`src/rtl/gpio_bank_pkg.sv`:
```
package gpio_bank_pkg;
    localparam int unsigned GRP_W = 8;
    typedef logic [GRP_W-1:0] gbyte_t;
    localparam gbyte_t IDX_SEL_DEF  = 8'hC0;
    localparam gbyte_t IDX_OE_DEF   = 8'hC8;
    localparam gbyte_t IDX_BHI_DEF  = 8'h62;
    localparam gbyte_t IDX_BLO_DEF  = 8'h63;
endpackage

```
`src/rtl/gpio_cfg_regs.sv`:
```
module gpio_cfg_regs
    import gpio_bank_pkg::*;
#(
    parameter int unsigned N_GROUPS   = 8,
    parameter int unsigned SEL_GROUPS = 5,
    parameter gbyte_t      IDX_SEL    = IDX_SEL_DEF,
    parameter gbyte_t      IDX_OE     = IDX_OE_DEF,
    parameter gbyte_t      IDX_BHI    = IDX_BHI_DEF,
    parameter gbyte_t      IDX_BLO    = IDX_BLO_DEF,
    parameter logic [15:0] BASE_RESET = 16'h0A00
) (
    input  logic                      clk_i,
    input  logic                      rst_ni,
    input  logic                      we_i,
    input  gbyte_t                    idx_i,
    input  gbyte_t                    wdata_i,
    output gbyte_t                    rdata_o,
    output logic [N_GROUPS-1:0][7:0]  oe_o,
    output logic [N_GROUPS-1:0][7:0]  sel_o,
    output logic [15:0]               base_o
);
    typedef struct packed {
        logic [N_GROUPS-1:0][7:0]   oe;
        logic [SEL_GROUPS-1:0][7:0] sel;
        logic [15:0]                base;
    } cfg_state_t;

    cfg_state_t st_d, st_q;

    always_comb begin
        st_d    = st_q;
        rdata_o = '0;
        for (int g = 0; g < N_GROUPS; g++) begin
            if (idx_i == gbyte_t'(IDX_OE + g)) begin
                rdata_o = st_q.oe[g];
                if (we_i) st_d.oe[g] = wdata_i;
            end
        end
        for (int g = 0; g < SEL_GROUPS; g++) begin
            if (idx_i == gbyte_t'(IDX_SEL + g)) begin
                rdata_o = st_q.sel[g];
                if (we_i) st_d.sel[g] = wdata_i;
            end
        end
        if (idx_i == IDX_BHI) begin
            rdata_o = st_q.base[15:8];
            if (we_i) st_d.base[15:8] = wdata_i;
        end
        if (idx_i == IDX_BLO) begin
            rdata_o = st_q.base[7:0];
            if (we_i) st_d.base[7:0] = wdata_i;
        end
    end

    always_ff @(posedge clk_i or negedge rst_ni) begin
        if (!rst_ni) begin
            st_q      <= '0;
            st_q.base <= BASE_RESET;
        end else begin
            st_q <= st_d;
        end
    end

    assign oe_o   = st_q.oe;
    assign base_o = st_q.base;

    generate
        for (genvar g = 0; g < N_GROUPS; g++) begin : g_sel_out
            if (g < SEL_GROUPS) begin : g_has
                assign sel_o[g] = st_q.sel[g];
            end else begin : g_none
                assign sel_o[g] = '0;
            end
        end
    endgenerate

    generate
        for (genvar g = 0; g < N_GROUPS; g++) begin : g_chk_oe
            p_oe_write_r2: assert property (@(posedge clk_i) disable iff (!rst_ni)
                (we_i && idx_i == gbyte_t'(IDX_OE + g)) |=> (oe_o[g] == $past(wdata_i)));
        end
    endgenerate

    p_base_hi_r8: assert property (@(posedge clk_i) disable iff (!rst_ni)
        (we_i && idx_i == IDX_BHI) |=> (base_o[15:8] == $past(wdata_i)));

    p_no_gate_reg_r3: assert property (@(posedge clk_i) disable iff (!rst_ni)
        (idx_i >= gbyte_t'(IDX_SEL + SEL_GROUPS) && idx_i < IDX_OE) |-> (rdata_o == '0));
endmodule

```
`src/rtl/gpio_rt_port.sv`:
```
module gpio_rt_port
    import gpio_bank_pkg::*;
#(
    parameter int unsigned N_GROUPS = 8
) (
    input  logic                     clk_i,
    input  logic                     rst_ni,
    input  logic [15:0]              base_i,
    input  logic [15:0]              addr_i,
    input  logic                     wr_i,
    input  logic                     rd_i,
    input  gbyte_t                   wdata_i,
    output gbyte_t                   rdata_o,
    output logic                     rvalid_o,
    input  logic [N_GROUPS-1:0][7:0] pad_in_i,
    output logic [N_GROUPS-1:0][7:0] out_o
);
    localparam int unsigned OFF_W = (N_GROUPS > 1) ? $clog2(N_GROUPS) : 1;

    typedef struct packed {
        logic [N_GROUPS-1:0][7:0] out;
    } rt_state_t;

    rt_state_t   st_d, st_q;
    logic [15:0] off;
    logic        hit;

    always_comb begin
        off      = addr_i - base_i;
        hit      = (off < 16'(N_GROUPS));
        st_d     = st_q;
        rdata_o  = '0;
        rvalid_o = 1'b0;
        if (hit && wr_i) st_d.out[off[OFF_W-1:0]] = wdata_i;
        if (hit && rd_i) begin
            rdata_o  = pad_in_i[off[OFF_W-1:0]];
            rvalid_o = 1'b1;
        end
    end

    always_ff @(posedge clk_i or negedge rst_ni) begin
        if (!rst_ni) st_q <= '0;
        else         st_q <= st_d;
    end

    assign out_o = st_q.out;

    p_no_stray_write_r7: assert property (@(posedge clk_i) disable iff (!rst_ni)
        (wr_i && !hit) |=> $stable(out_o));

    p_stray_read_quiet_r7: assert property (@(posedge clk_i) disable iff (!rst_ni)
        !hit |-> (!rvalid_o && rdata_o == '0));

    p_latch_write_r5: assert property (@(posedge clk_i) disable iff (!rst_ni)
        (wr_i && hit) |=> (out_o[$past(off[OFF_W-1:0])] == $past(wdata_i)));
endmodule

```
`src/rtl/gpio_pad_gate.sv`:
```
module gpio_pad_gate #(
    parameter int unsigned N_GROUPS   = 8,
    parameter int unsigned SEL_GROUPS = 5
) (
    input  logic [N_GROUPS-1:0][7:0] oe_i,
    input  logic [N_GROUPS-1:0][7:0] sel_i,
    output logic [N_GROUPS-1:0][7:0] pad_oe_o
);
    generate
        for (genvar g = 0; g < N_GROUPS; g++) begin : g_grp
            if (g < SEL_GROUPS) begin : g_gated
                assign pad_oe_o[g] = oe_i[g] & sel_i[g];
            end else begin : g_free
                assign pad_oe_o[g] = oe_i[g];
            end
        end
    endgenerate
endmodule

```
`src/rtl/gpio_bank_ctrl.sv`:
```
module gpio_bank_ctrl
    import gpio_bank_pkg::*;
#(
    parameter int unsigned N_GROUPS   = 8,
    parameter int unsigned SEL_GROUPS = 5,
    parameter logic [15:0] BASE_RESET = 16'h0A00,
    localparam int unsigned N_LINES   = N_GROUPS * GRP_W
) (
    input  logic               clk_i,
    input  logic               rst_ni,
    input  logic               cfg_we_i,
    input  logic [7:0]         cfg_idx_i,
    input  logic [7:0]         cfg_wdata_i,
    output logic [7:0]         cfg_rdata_o,
    input  logic [15:0]        io_addr_i,
    input  logic               io_wr_i,
    input  logic               io_rd_i,
    input  logic [7:0]         io_wdata_i,
    output logic [7:0]         io_rdata_o,
    output logic               io_rvalid_o,
    input  logic [N_LINES-1:0] pad_in_i,
    output logic [N_LINES-1:0] pad_out_o,
    output logic [N_LINES-1:0] pad_oe_o
);
    logic [N_GROUPS-1:0][7:0] oe_w, sel_w, out_w, pad_oe_w, pad_in_w;
    logic [15:0]              base_w;

    assign pad_in_w = pad_in_i;

    gpio_cfg_regs #(
        .N_GROUPS  (N_GROUPS),
        .SEL_GROUPS(SEL_GROUPS),
        .BASE_RESET(BASE_RESET)
    ) u_cfg (
        .clk_i  (clk_i),
        .rst_ni (rst_ni),
        .we_i   (cfg_we_i),
        .idx_i  (cfg_idx_i),
        .wdata_i(cfg_wdata_i),
        .rdata_o(cfg_rdata_o),
        .oe_o   (oe_w),
        .sel_o  (sel_w),
        .base_o (base_w)
    );

    gpio_rt_port #(.N_GROUPS(N_GROUPS)) u_rt (
        .clk_i   (clk_i),
        .rst_ni  (rst_ni),
        .base_i  (base_w),
        .addr_i  (io_addr_i),
        .wr_i    (io_wr_i),
        .rd_i    (io_rd_i),
        .wdata_i (io_wdata_i),
        .rdata_o (io_rdata_o),
        .rvalid_o(io_rvalid_o),
        .pad_in_i(pad_in_w),
        .out_o   (out_w)
    );

    gpio_pad_gate #(.N_GROUPS(N_GROUPS), .SEL_GROUPS(SEL_GROUPS)) u_gate (
        .oe_i    (oe_w),
        .sel_i   (sel_w),
        .pad_oe_o(pad_oe_w)
    );

    assign pad_out_o = out_w;
    assign pad_oe_o  = pad_oe_w;

    p_gate_subset_r4: assert property (@(posedge clk_i) disable iff (!rst_ni)
        ((pad_oe_o & ~N_LINES'(oe_w)) == '0));

    p_reset_quiet_r1: assert property (@(posedge clk_i)
        !rst_ni |-> (pad_oe_o == '0 && pad_out_o == '0));
endmodule

```
`config.mk`:
```
export PLATFORM = sky130hd
export DESIGN_NAME = gpio_bank_ctrl
export DESIGN_NICKNAME = d
export VERILOG_FILES = /design/src/rtl/gpio_bank_pkg.sv /design/src/rtl/gpio_cfg_regs.sv /design/src/rtl/gpio_rt_port.sv /design/src/rtl/gpio_pad_gate.sv /design/src/rtl/gpio_bank_ctrl.sv
export SDC_FILE = /design/constraint.sdc
export NUM_CORES = 1
export LEC_CHECK = 0
export ABC_AREA = 1
export CORE_MARGIN = 2
export CORE_UTILIZATION = 50
export CTS_CLUSTER_SIZE = 30
export DETAILED_ROUTE_END_ITERATION = 10
export DONT_BUFFER_PORTS = 1
export GPL_TIMING_DRIVEN = 0
export PLACE_DENSITY = 0.73
export SETUP_SLACK_MARGIN = 0.3
export SKIP_CTS_REPAIR_TIMING = 1
export SYNTH_ARGS = -nofsm -noshare
export SYNTH_HDL_FRONTEND = slang
export SYNTH_SLANG_ARGS = --single-unit
```
`constraint.sdc`:
```
create_clock -name clk_i -period 5.4 [get_ports clk_i]
set_clock_uncertainty 0.1 [all_clocks]
set_input_delay 1.08 -clock clk_i [delete_from_list [all_inputs] [get_ports clk_i]]
set_output_delay 1.08 -clock clk_i [all_outputs]
set_load 0.01 [all_outputs]
```
==> flow_summary.json, run 1 <==
{
  "status": "finished clean",
  "clockBufferDepth": 2,
  "arrival_ns": 3.69,
  "dp_cells": 1596,
  "coreArea_sq_mm": 0.0194,
  "crit_top_cell": "inv_1",
  "cellLeakagePower_uw": 0.00545,
  "maxSlewHeadroom_pct": 24.2,
  "gp_congestion": 0.973,
  "finalHoldViolCount": 0,
  "layout.cells.most_common": "nand2_1",
  "critical_path.top_delay_family": "simple AND/OR/NAND/NOR gates",
  "syn_area_sq_mm": 0.00986,
  "drv_slew": 0,
  "whs_ns": 0.231,
  "cts.sinks": 184,
  "synth_top_area_cell": "dfrtp_1",
  "routedWlPerCell_um": 19.7,
  "h-tree-depth": 4,
  "die_x_um": 144,
  "worst_pin_slew_ns": 1.13,
  "crit_type": "in2out",
  "layout-drive-gt1-share_pct": 6.53,
  "cp_slowest_cell": "fa_1",
  "grt-ovfl-total": 0,
  "cellPowerDensity_mw_per_mm2": 280,
  "initial_utilization_pct": 50.8,
  "routed-via-count": 9217,
  "synth_seq_cells": 184,
  "grt_max_degree": 185,
  "yosysTopAreaCellShare_pct": 46.2,
  "period_share_pct": 90.1,
  "cts_root_buf": "clkbuf_16",
  "grt_util_met1_pct": 36.9,
  "syn_inst": 1331,
  "final_antenna_net_count": 0,
  "final.setup.tns_ns": 0,
  "final_cell_mix": "nand2_1, dfrtp_1, o21ai_0",
  "crit_path_end_kind": "output pin",
  "yosysSeqAreaShare_pct": 46.7,
  "crit_required_ns": 4.22,
  "instances_no_fill": 1629,
  "critPathMaxFanout": 10,
  "tritoncts": "built",
  "peakVddDrop_uv": 243,
  "syn_avg_cell_area_sq_um": 7.41,
  "rr_endpoint": "u_rt.out_o[29]",
  "setup_viol": 0,
  "worstRegToRegCells": 17,
  "ys_types": 37,
  "synthFlopType": "dfrtp_1",
  "antenna_found_initial": 1,
  "rr_startpoint": "u_cfg.base_o[9]",
  "cts_buffers": 17,
  "grt_pass1_wl_um": 48200,
  "hold_class": "in2async",
  "io_buffers": 0,
  "path_cells": "inv_1, ha_1, inv_1, fa_1, xor2_2, nor3_2, inv_1, o22ai_1, nor4_1, o211ai_1, nor2_1",
  "max-cap-violations": 0,
  "ys_warn_count": 0,
  "power.total_uw": 3030,
  "dp_hpwl_um": 24400,
  "dieHeight_um": 144,
  "rows": 51,
  "cp_num_buf_inv": 3,
  "synth-edff-count": 0,
  "drt_iter0_drc": 722,
  "ys_async_sr_fraction_pct": 100,
  "max_stage_delay_ns": 0.44,
  "wl_um": 32200,
  "first_pass_iters": 6,
  "fillers": 1941,
  "dieArea_sq_mm": 0.0209,
  "path_clk_slew_ns": 0.08,
  "route.detailed.drc": 0,
  "area.sequential_sq_mm": 0.00461,
  "io-pin-count": 254,
  "synth.net_count": 1456,
  "gr-usage-met3_pct": 7.28,
  "rsz0062_at_grt": "no",
  "fin_nets": 1475,
  "start_kind": "input port",
  "area_growth_pct": 9.62,
  "synth_area_leaders": "dfrtp_1, nand2_1, o21ai_0",
  "multiInputGateArea_sq_mm": 0.00440,
  "fmax_ghz": 0.206,
  "worstSkewPairLatency_ns": 0.43,
  "grt.total_usage_pct": 30.8,
  "grt_pass1_vias": 8609,
  "gr-max-usage-layer": "met2",
  "vias_per_cell": 5.66,
  "gr-usage-met2_pct": 53.1,
  "r2r_slack_ns": 2.22,
  "min_period_ns": 4.87
}
-- cell usage after synthesis, types with 2 or more instances --
library cell	n
nand2_1	459
dfrtp_1	182
o21ai_0	132
inv_1	126
nand3_1	119
nor2_1	99
clkbuf_1	34
nand4_1	27
a21oi_1	24
buf_4	24
ha_1	15
o22ai_1	14
buf_2	8
nor3_1	7
nand2_2	6
nand3b_1	6
o2111ai_1	5
nor3_2	4
nor4_1	4
o22a_1	4
or2_0	4
or2_2	4
clkinv_1	3
o211ai_1	3
xor2_1	3
dfstp_2	2
inv_2	2
nor3_4	2
-- cell type report --
type | instances | share of cell area (%)
Antenna cell | 1 | 0.0232
Buffer | 67 | 3.32
Clock buffer | 18 | 3.97
Clock inverter | 14 | 1.69
Inverter | 131 | 4.55
Multi-Input combinational cell | 949 | 40.7
Sequential cell | 184 | 42.6
Tap cell | 265 | 3.07
-- worst max path at each step --
stage,cells past startpoint,startpoint,endpoint
after global placement,11,io_addr_i[0],io_rdata_o[2]
after CTS,11,io_addr_i[0],io_rdata_o[2]
final,11,io_addr_i[0],io_rdata_o[2]
after global routing,11,io_addr_i[0],io_rdata_o[2]
after detailed placement,11,io_addr_i[0],io_rdata_o[2]
after floorplan,11,io_addr_i[0],io_rdata_o[1]
-- kinds of logic (layout without fill, tap and decap cells) --
kind of cell               Yosys count  after routing  share of synthesized area [%]
and+or+nand+nor                    745            745                           32.1
buffers and inverters              198            230                           8.63
DFF                                184            184                           46.7
AOI/OAI and AO/OA                  183            183                           9.91
adders and majority gates           16             16                           2.11
xor gates and xnor gates             5              5                          0.521
other                                0              1                              0
-- where the power goes --
| group | internal, uW | switching [uW] |
|---|---|---|
| registers | 1420 | 42.7 |
| clock network | 669 | 605 |
| logic | 93.5 | 195 |
-- metal layers --
layer / part of all wire, % / wire length (um) / vias to the layer above
met5: 0 / 0 / -
met4: 4.0 / 1290 / 0
met3: 7.0 / 2260 / 81
met2: 50 / 16200 / 405
met1: 39 / 12500 / 4396
li1: - / - / 4335
-- registers in the layout, indices dropped and copies added (netlist names) --
register / count
u_cfg.oe_o: 64
u_rt.out_o: 64
u_cfg.sel_o: 40
u_cfg.base_o: 16
-- metrics by stage --
step	worst slack, ns	utilization (%)	area (sq um)
6_report	0.535	55.7	10800
5_1_grt	0.362	55.7	10800
4_1_cts	0.587	55.7	10800
3_5_place_dp	0.585	52.5	10200
3_3_place_gp	0.618	52.5	10200
2_1_floorplan	1.03	-	9860
Note: power is estimated with default switching activity, not from simulation.
==> inputs of run 2 (changes only) <==
- CAP_MARGIN: unset -> 20
- REMOVE_ABC_BUFFERS: unset -> 1
- SKIP_LAST_GASP: unset -> 1
==> run 2 against run 1 <==
Power decreased by 3.4%. Cell area decreased by 3.4%. Sequential share of layout area increased by 1.5 points. Critical path type unchanged. Highest routed layer unchanged.
==> flow_summary.json, run 2 (same netlist as run 1, synthesis figures left out) <==
{
  "status": "finished clean",
  "finalHoldViolCount": 0,
  "hold_class": "in2async",
  "worstSkewPairLatency_ns": 0.44,
  "cellPowerDensity_mw_per_mm2": 280,
  "crit_top_cell": "inv_1",
  "cts.sinks": 184,
  "crit_type": "in2out",
  "max-cap-violations": 0,
  "layout-drive-gt1-share_pct": 4.54,
  "io_buffers": 0,
  "arrival_ns": 3.70,
  "final_cell_mix": "nand2_1, dfrtp_1, o21ai_0",
  "cts_root_buf": "clkbuf_16",
  "max_stage_delay_ns": 0.74,
  "setup_viol": 0,
  "gp_congestion": 0.894,
  "worst_pin_slew_ns": 0.830,
  "path_cells": "inv_1, ha_1, inv_1, fa_1, inv_1, nor3_2, inv_1, or2_2, o211ai_1, nor2_1",
  "grt_max_degree": 185,
  "routedWlPerCell_um": 19.7,
  "critical_path.top_delay_family": "simple AND/OR/NAND/NOR gates",
  "antenna_found_initial": 4,
  "grt_pass1_wl_um": 45700,
  "die_x_um": 144,
  "start_kind": "input port",
  "grt_pass1_vias": 8427,
  "routed-via-count": 8867,
  "area_growth_pct": 5.90,
  "sw_frac_of_total_pct": 27.8,
  "clockBufferDepth": 2,
  "p_sw_uw": 813,
  "fin_nets": 1411,
  "maxSlewHeadroom_pct": 44.2,
  "initial_utilization_pct": 50.8,
  "grt-ovfl-total": 0,
  "final.setup.tns_ns": 0,
  "cp_num_buf_inv": 4,
  "rsz0062_at_grt": "no",
  "period_share_pct": 90.4,
  "internal_power_uw": 2110,
  "crit_required_ns": 4.22,
  "dp_hpwl_um": 22900,
  "layout.cells.most_common": "nand2_1",
  "rr_startpoint": "u_cfg.base_o[9]",
  "min_period_ns": 4.88,
  "drt_iter0_drc": 786,
  "whs_ns": 0.241,
  "critPathMaxFanout": 10,
  "dieArea_sq_mm": 0.0209,
  "drv_slew": 0,
  "h-tree-depth": 4,
  "cts_buffers": 17,
  "io-pin-count": 254,
  "coreArea_sq_mm": 0.0194,
  "tritoncts": "built",
  "power_frac_clock_pct": 41.2,
  "rows": 51,
  "dieHeight_um": 144,
  "first_pass_iters": 6,
  "crit_path_end_kind": "output pin",
  "fmax_ghz": 0.205,
  "path_clk_slew_ns": 0.07,
  "seqPwrFrac_pct": 50.2,
  "final_antenna_net_count": 0,
  "combPwrFrac_pct": 8.6,
  "wl_um": 30900,
  "route.detailed.drc": 0,
  "cp-startpoint": "io_addr_i[0]",
  "grt.total_usage_pct": 29.4,
  "cellLeakagePower_uw": 0.00523,
  "cp_slowest_cell": "fa_1",
  "vias_per_cell": 5.65,
  "peakVddDrop_uv": 237
}
run 2: final timing paths:
path                                          to  slack [ns]  depth (start not counted)
worst min-delay path              u_cfg.oe_o[54]        0.24                          0
worst max-delay path               io_rdata_o[1]        0.52                         10
worst min register to register  u_cfg.base_o[11]        0.40                          2
min in group clk_i              u_cfg.base_o[11]        0.40                          2
max in group asynchronous       u_cfg.base_o[11]        4.71                          0
worst max register to register    u_rt.out_o[17]        1.84                         17
run 2: power by group through the flow:
stage | Clock (uW) | Sequential, uW | Combinational, uW
2_1_floorplan | 0 | 1480 | 190
3_3_place_gp | 0 | 1490 | 241
3_5_place_dp | 0 | 1490 | 248
6_report | 1200 | 1470 | 252
4_1_cts | 1210 | 1470 | 250
5_1_grt | 1270 | 1470 | 290
run 2: per-layer routing:
| layer | track usage [%] | vias to the layer above | part of all wire (%) | routed length [um] |
|---|---|---|---|---|
| met1 | 32.8 | 4208 | 37 | 11300 |
| met4 | 14.6 | 0 | 5.1 | 1570 |
| met5 | 0 | - | 0 | 0 |
| met2 | 52.5 | 386 | 50 | 15500 |
| met3 | 7.22 | 80 | 8.3 | 2580 |
| li1 | - | 4193 | - | - |
run 2: stage by stage:
stage / instances / setup slack (ns) / util (%) / instance area, sq um / total power (uW)
3_5_place_dp: 1530 / 0.507 / 50.8 / 9850 / 1740
4_1_cts: 1562 / 0.464 / 53.7 / 10400 / 2930
6_report: 1568 / 0.517 / 53.8 / 10400 / 2920
2_1_floorplan: 1264 / 0.961 / - / 9500 / 1670
3_3_place_gp: 1529 / 0.0532 / 50.7 / 9830 / 1730
5_1_grt: 1568 / 0.309 / 53.8 / 10400 / 3030
run 2: final cells by class:
class	instances	area, sq um
multi-input cells	949	4410
repair buffers	3	30.0
clock inverters	15	136
fillers	1868	8960
diodes	4	10.0
clock buffers	17	425
well taps	265	332
inverters	131	492
flip-flops and latches	184	4610
==> inputs of run 3 (changes only) <==
- CTS_BUF_LIST: unset -> sky130_fd_sc_hd__clkbuf_4
- SKIP_LAST_GASP: 1 -> unset
==> run 3 against run 2 <==
Sequential share of layout area rose by 1.2 points. Maximum frequency fell by 0.59%. Hold slack got worse by 0.18 ns. Combinational power barely moved. Power fell by 16%. Cell area fell by 2.7%. Largest cell class unchanged. Largest power group unchanged. Highest routed layer is now met5.
==> flow_summary.json, run 3 (same netlist as run 1, synthesis figures left out) <==
{
  "final.setup.tns_ns": 0,
  "dp_cells": 1530,
  "utilization_pct": 52.3,
  "cts.sinks": 184,
  "fmax_ghz": 0.204,
  "io_buffers": 0,
  "placed_cell_area_sq_mm": 0.00985,
  "arrival_ns": 3.73,
  "io-pin-count": 254,
  "final_antenna_net_count": 0,
  "grt.total_usage_pct": 30.2,
  "max_stage_delay_ns": 0.53,
  "h-tree-depth": 4,
  "die_x_um": 144,
  "layout.cells.most_common": "nand2_1",
  "clockBufferDepth": 2,
  "drv_slew": 0,
  "layout-drive-gt1-share_pct": 4.70,
  "antenna_found_initial": 4,
  "worst_pin_slew_ns": 0.797,
  "wl_um": 31200,
  "routed-via-count": 8825,
  "area_growth_pct": 3.00,
  "max-cap-violations": 0,
  "rsz0062_at_grt": "yes",
  "critPathMaxFanout": 10,
  "cp_slowest_cell": "or4_1",
  "finalHoldViolCount": 0,
  "route.detailed.drc": 0,
  "cts_buffers": 17,
  "path_clk_slew_ns": 0.15,
  "power.total_uw": 2460,
  "grt_pass1_wl_um": 46900,
  "fin_nets": 1411,
  "stdcell_area_sq_mm": 0.0102,
  "peakVddDrop_uv": 172,
  "drt_iter0_drc": 824,
  "rows": 51,
  "routedWlPerCell_um": 19.9,
  "instances_no_fill": 1568,
  "grt_max_degree": 185,
  "grt_pass1_vias": 8439,
  "cellLeakagePower_uw": 0.00510,
  "cellPowerDensity_mw_per_mm2": 243,
  "worstSkewPairLatency_ns": 0.60,
  "dp_hpwl_um": 22900,
  "period_share_pct": 91.0,
  "r2r_slack_ns": 1.82,
  "initial_utilization_pct": 50.8,
  "start_kind": "input port",
  "status": "finished clean",
  "vias_per_cell": 5.63,
  "crit_path_end_kind": "output pin",
  "tritoncts": "built",
  "cts_root_buf": "clkbuf_4",
  "dieHeight_um": 144,
  "grt-ovfl-total": 0,
  "coreArea_sq_mm": 0.0194,
  "first_pass_iters": 5,
  "setup_viol": 0,
  "maxSlewHeadroom_pct": 46.4,
  "dieArea_sq_mm": 0.0209,
  "crit_type": "in2out",
  "crit_required_ns": 4.22,
  "min_period_ns": 4.91,
  "path_cells": "inv_1, ha_1, inv_1, fa_1, xor2_2, nor3_2, inv_1, o22ai_1, or4_1, nor2_2",
  "gp_congestion": 0.894,
  "final_cell_mix": "nand2_1, dfrtp_1, o21ai_0",
  "hold_class": "in2async",
  "crit_top_cell": "inv_1"
}
==> run 3: changes by cell type in the layout (fill, tap and decap cells not counted) <==
cell / before / now
nor2_1: 98 / 96
nor2_2: 0 / 2
nor3_4: 2 / 3
clkbuf_16: 17 / 0
nor3_2: 4 / 3
clkbuf_4: 0 / 17
==> run 3: cell type report <==
class,count,area (sq um)
Inverter,131,492
Fill cell,1926,9250
Antenna cell,4,10.0
Clock buffer,17,128
Tap cell,265,332
Multi-Input combinational cell,949,4420
Timing Repair Buffer,3,30.0
Sequential cell,184,4610
Clock inverter,15,136
==> run 3: per-layer routing <==
metal,up-vias,share of wire [%],GRT usage [%]
li1,4203,-,-
met1,4163,37,33.9
met2,389,50,52.2
met3,68,8.9,9.60
met4,2,3.7,14.6
met5,-,0.055,0
==> run 3: power breakdown <==
group | switching, uW | internal, uW
clock network | 539 | 202
registers | 45.8 | 1420
logic | 173 | 80.9
total | 758 | 1700
==> run 3: worst max-delay path: cells and delay by family <==
family	cells	cell delay, ns
AO/OA/AOI/OAI	1	0.11
XOR/XNOR	1	0.46
adder cells (fa/ha/maj)	2	0.56
buffers and inverters	3	0.38
AND/OR/NAND/NOR	3	1.13
==> run 3: final timing paths <==
check / startpoint / endpoint / cells past startpoint
max in group asynchronous: rst_ni / u_rt.out_o[5] / 0
worst min register to register: u_cfg.base_o[11] / u_cfg.base_o[11] / 2
min in group clk_i: u_cfg.base_o[11] / u_cfg.base_o[11] / 2
worst max register to register: u_cfg.base_o[9] / u_rt.out_o[23] / 17
worst min-delay path: rst_ni / u_cfg.oe_o[54] / 0
worst max-delay path: io_addr_i[0] / io_rdata_o[7] / 10
==> run 3: stage by stage <==
step / setup slack (ns) / hold WS (ns)
2_1_floorplan: 0.961 / 0.366
5_1_grt: 0.231 / 0.00842
4_1_cts: 0.489 / 0.0242
3_3_place_gp: 0.0532 / 0.387
6_report: 0.488 / 0.0650
3_5_place_dp: 0.507 / 0.396
